File: src/rtl/dcmp_pkg.sv
package dcmp_pkg;

    localparam int WORD_W = 64;
    localparam int EXP_W  = 11;
    localparam int FRAC_W = 52;
    localparam int FLAG_W = 4;

    typedef struct packed {
        logic              sign;
        logic [EXP_W-1:0]  expo;
        logic [FRAC_W-1:0] frac;
    } fp_word_t;

    typedef enum logic [1:0] {
        REL_LT = 2'd0,
        REL_EQ = 2'd1,
        REL_GT = 2'd2,
        REL_UN = 2'd3
    } cmp_rel_t;

    typedef struct packed {
        logic is_nan;
        logic is_snan;
        logic is_zero;
        logic sign;
    } fp_class_t;

    // flag codes, packed {N, Z, C, V}
    localparam logic [FLAG_W-1:0] FLAGS_LT = 4'b1000;
    localparam logic [FLAG_W-1:0] FLAGS_EQ = 4'b0110;
    localparam logic [FLAG_W-1:0] FLAGS_GT = 4'b0010;
    localparam logic [FLAG_W-1:0] FLAGS_UN = 4'b0011;

    function automatic logic [FLAG_W-1:0] rel_to_flags(cmp_rel_t r);
        case (r)
            REL_LT:  return FLAGS_LT;
            REL_EQ:  return FLAGS_EQ;
            REL_GT:  return FLAGS_GT;
            default: return FLAGS_UN;
        endcase
    endfunction

endpackage

File: src/rtl/dcmp_classify.sv
module dcmp_classify
    import dcmp_pkg::*;
(
    input  logic [WORD_W-1:0] word_i,
    output fp_class_t         cls_o
);
    fp_word_t w;
    logic     exp_ones;
    logic     frac_nz;

    always_comb begin
        w              = fp_word_t'(word_i);
        exp_ones       = &w.expo;
        frac_nz        = |w.frac;
        cls_o.is_nan   = exp_ones && frac_nz;
        cls_o.is_snan  = exp_ones && frac_nz && !w.frac[FRAC_W-1];
        cls_o.is_zero  = (w.expo == '0) && !frac_nz;
        cls_o.sign     = w.sign;
    end
endmodule

File: src/rtl/dcmp_order.sv
module dcmp_order
    import dcmp_pkg::*;
(
    input  logic [WORD_W-1:0] a_i,
    input  logic [WORD_W-1:0] b_i,
    input  fp_class_t         a_cls,
    input  fp_class_t         b_cls,
    output cmp_rel_t          rel_o
);
    logic same_bits;
    logic both_zero;
    logic mag_below;

    always_comb begin
        same_bits = (a_i == b_i);
        both_zero = a_cls.is_zero && b_cls.is_zero;
        mag_below = a_i[WORD_W-2:0] < b_i[WORD_W-2:0];
        if (same_bits || both_zero)
            rel_o = REL_EQ;
        else if (a_cls.sign != b_cls.sign)
            rel_o = a_cls.sign ? REL_LT : REL_GT;
        else if (mag_below ^ a_cls.sign)
            rel_o = REL_LT;
        else
            rel_o = REL_GT;
    end
endmodule

File: src/rtl/dcmp_encode.sv
module dcmp_encode
    import dcmp_pkg::*;
(
    input  cmp_rel_t          ord_rel_i,
    input  fp_class_t         a_cls,
    input  fp_class_t         b_cls,
    input  logic              sig_mode_i,
    output logic [FLAG_W-1:0] flags_o,
    output logic              invalid_o
);
    logic     any_nan;
    logic     any_snan;
    cmp_rel_t rel;

    always_comb begin
        any_nan   = a_cls.is_nan  || b_cls.is_nan;
        any_snan  = a_cls.is_snan || b_cls.is_snan;
        rel       = any_nan ? REL_UN : ord_rel_i;
        flags_o   = rel_to_flags(rel);
        invalid_o = any_snan || (sig_mode_i && any_nan);
    end
endmodule

File: src/rtl/dcmp_flags.sv
module dcmp_flags
    import dcmp_pkg::*;
#(
    parameter bit REG_OUT = 1'b1
) (
    input  logic              clk,
    input  logic              rst,
    input  logic [WORD_W-1:0] op_a,
    input  logic [WORD_W-1:0] op_b,
    input  logic              sig_mode,
    input  logic              zero_cmp,
    output logic [FLAG_W-1:0] flags_o,
    output logic              invalid_o
);
    localparam int NUM_OPS = 2;

    logic [WORD_W-1:0] opnd [NUM_OPS];
    fp_class_t         cls  [NUM_OPS];
    cmp_rel_t          ord_rel;
    logic [FLAG_W-1:0] flags_c;
    logic              invalid_c;

    always_comb begin
        opnd[0] = op_a;
        opnd[1] = zero_cmp ? '0 : op_b;
    end

    for (genvar i = 0; i < NUM_OPS; i++) begin : g_cls
        dcmp_classify u_cls (
            .word_i (opnd[i]),
            .cls_o  (cls[i])
        );
    end

    dcmp_order u_order (
        .a_i   (opnd[0]),
        .b_i   (opnd[1]),
        .a_cls (cls[0]),
        .b_cls (cls[1]),
        .rel_o (ord_rel)
    );

    dcmp_encode u_enc (
        .ord_rel_i  (ord_rel),
        .a_cls      (cls[0]),
        .b_cls      (cls[1]),
        .sig_mode_i (sig_mode),
        .flags_o    (flags_c),
        .invalid_o  (invalid_c)
    );

    if (REG_OUT) begin : g_reg
        always_ff @(posedge clk) begin
            if (rst) begin
                flags_o   <= '0;
                invalid_o <= 1'b0;
            end else begin
                flags_o   <= flags_c;
                invalid_o <= invalid_c;
            end
        end
    end else begin : g_comb
        always_comb begin
            flags_o   = flags_c;
            invalid_o = invalid_c;
        end
    end
endmodule

File: config.mk
export PLATFORM = sky130hd
export DESIGN_NAME = dcmp_flags
export DESIGN_NICKNAME = d
export VERILOG_FILES = /design/src/rtl/dcmp_pkg.sv /design/src/rtl/dcmp_classify.sv /design/src/rtl/dcmp_order.sv /design/src/rtl/dcmp_encode.sv /design/src/rtl/dcmp_flags.sv
export SDC_FILE = /design/constraint.sdc
export NUM_CORES = 1
export LEC_CHECK = 0
export ABC_AREA = 0
export ABC_CLOCK_PERIOD_IN_PS = 2500
export CORE_UTILIZATION = 36
export CTS_CLUSTER_SIZE = 12
export DETAILED_ROUTE_END_ITERATION = 8
export MAX_ROUTING_LAYER = met4
export PLACE_DENSITY = 0.83
export SKIP_CTS_REPAIR_TIMING = 1
export SLEW_MARGIN = 20
export SYNTH_ARGS = -nofsm -noshare
export SYNTH_HDL_FRONTEND = slang
export SYNTH_SLANG_ARGS = --single-unit
File: constraint.sdc
create_clock -name clk -period 2.5 [get_ports clk]
set_clock_uncertainty 0.1 [all_clocks]
set_input_delay 0.375 -clock clk [delete_from_list [all_inputs] [get_ports clk]]
set_output_delay 0.375 -clock clk [all_outputs]
set_load 0.01 [all_outputs]
==> flow_summary.toml <==
[status]
outcome = "finished with violations"
violations = "setup timing"

[setup_path]
start_kind = "input pin"
critPathArrivalTime_ns = 2.65
cpMostUsedCell = "a21oi_1"
critical_path.max_fanout = 3
path_class = "in -> reg"
worstSetupEndpointType = "flip-flop"
worstPathRequired_ns = 2.51
cpMaxStageDelayCell = "clkdlybuf4s50_1"
path_cells = "clkdlybuf4s50_1 -> buf_4 -> ha_1 -> a21oi_1 -> a21oi_1 -> o31ai_2 -> a21oi_2 -> a211oi_2 -> nand3_1 -> and3_1"
critPathMaxStageDelay_ns = 0.45

[timing]
finalMaxSlewViolations = 0
period_share = 1.06
fin_crit_ns = 2.64
holdWs_ns = 0.658
setup_viol = 5
worst_slack_ns = -0.142
fmax_mhz = 379
slew-limit-headroom = 0.761
hold_viol = 0
worstMarginPinSlew_ns = 0.355

[routing]
antenna_left = 0
first_pass_iters = 6
dr_total_vias = 3842
routed_wl_um = 13700
dr_wl_met2_um = 6700
drt_first_iter_violations = 276
wirelength_met1_um = 4510
routed.top_layer = "met4"
wl_met3_um = 1370
post_drt_wl_per_cell_um = 22.5
viasPerCell = 6.32
remaining_drc_errors = 0

[global_route]
grt_usage = 0.271
grt_pass1_wl_um = 14000
grt_max_degree = 56
overflow = 0
antenna_found_initial = 0
grt_pass1_vias = 3299

[floorplanning]
die_y_um = 82.7
ioPinCount = 137
core_region_area_um2 = 6310
die_area_um2 = 6840
num_rows = 29
initial_core_util = 0.371
die-width_um = 82.7

[logic_synthesis]
synth_area_um2 = 2340
synth_compound_area_frac = 0.142
synthTopCellsByArea = "ha_1 34%, nand2b_1 17%, nor4_1 8.0%"
synth_edf_count = 0
syn_area_per_cell_um2 = 7.49
synth_xor_area_frac = 0.00374
synth-seq-area-share = 0.0427
synth_cell_types = 32
synth_top_family_by_area = "simple AND/OR/NAND/NOR gates"
synth_top_cells_by_count = "63 x ha_1, 62 x nand2b_1, 32 x a21oi_1"
yosysWarnings = 0
yosys_most_used_dff = "dfxtp_1"
synth_nets = 508
synth_top_area_frac = 0.336
synthAdderAreaFrac = 0.336
synth_area_leader_cell = "ha_1"
synth_seq_cells = 5
synth_most_common_cell = "ha_1"
synth-simple-area-share = 0.455
async_flop_share = 0
postSynthCellCount = 313
synthMuxAreaShare = 0

[cells_and_area]
multiInputGateArea_um2 = 2780
synthToLayoutAreaGrowth_pct = 126
fillers = 318
layout-drive-gt1-share = 0.305
finalInstanceArea_um2 = 5300
antennaDiodeCount = 0
fin_nets = 727
regArea_um2 = 100

[clocking]
clockBufferDepth = 2
cts_root_buf = "clkbuf_8"
clock_sinks = 5
numCtsBuffers = 3
htree_num_levels = 1
clkSlewWorstSetupHoldPaths_ns = 0.04
cts_tree = "done"

[place]
portBuffers = 136
place_area_um2 = 4290
dpl.hpwl_um = 7970
gp_congestion = 0.913

[flow_run]
max_cap_viol_count = 0

[power_and_ir_drop]
vdd_drop_max_v = 0.000234
p_leak_nw = 2.64
p_per_area_nw_per_um2 = 206

[hold_path]
worstHoldPathType = "in -> reg"
## final cells by class
type / instances / share of cell area
Clock buffer: 4 / 0.00850
Inverter: 4 / 0.00283
Multi-Input combinational cell: 297 / 0.524
Sequential cell: 5 / 0.0189
Tap cell: 77 / 0.0182
Timing Repair Buffer: 221 / 0.428
## cell usage in the layout, fill, tap and decap left out, types with 3 or more instances in the layout
master,instances
nor4_4,6
dlymetal6s2s_1,63
nor3_1,4
a21o_1,3
nor4_2,13
o21ai_0,8
clkdlybuf4s50_1,72
ha_1,41
nand4_1,23
ha_4,22
a21oi_2,6
o21ai_1,4
clkbuf_16,4
nand3_1,9
nand2b_1,48
dfxtp_1,5
nor2_1,9
nand2_1,20
nand2b_4,14
clkbuf_8,3
buf_6,3
buf_4,76
a21oi_1,26
inv_1,4
nor4_1,17
a221oi_2,3
## critical path: cells and delay by family
kind | cells | cell delay (ns)
buf+inv | 2 | 0.60
fa+ha+maj | 1 | 0.32
compound gates | 5 | 0.94
simple gates | 2 | 0.41
## report_power, final
group          total [W]  internal (W)  switching (W)
Combinational   0.000855      0.000478       0.000377
Clock           0.000151      0.000110      0.0000417
Sequential     0.0000840     0.0000832    0.000000738
## metal layers
layer / vias up / track usage
met5: - / -
met3: 123 / 0.0176
met4: 0 / 0.0655
met1: 1750 / 0.304
li1: 1653 / -
met2: 316 / 0.517
## flip-flops by register name, indices dropped and copies added (netlist names)
signal	cells
flags_o	4
invalid_o	1
## cells by family after synthesis
group                      count (synthesis)
xor gates and xnor gates                   1
DFF                                        5
and+or+nand+nor                          175
buffers and inverters                     11
adders and majority gates                 63
AOI/OAI and AO/OA                         58
## metrics by stage
step                       util  worst slack (ns)  cells  power [W]  TNS (ns)
after CTS                 0.687            -0.442    591   0.000879     -1.18
after floorplan               -            0.0566    313   0.000326         0
after global placement    0.680            -0.592    587   0.000703     -1.81
after global routing      0.840            -0.187    608    0.00115    -0.702
final                     0.840            -0.142    608    0.00109    -0.387
after detailed placement  0.680            -0.653    587   0.000727     -1.99
## final timing paths
kind	end	startpoint	slack, ns	cells past startpoint
worst max-delay path	flags_o[3]	op_a[2]	-0.14	10
worst min-delay path	invalid_o	op_a[51]	0.66	5
(Power assumes the default switching activity.)
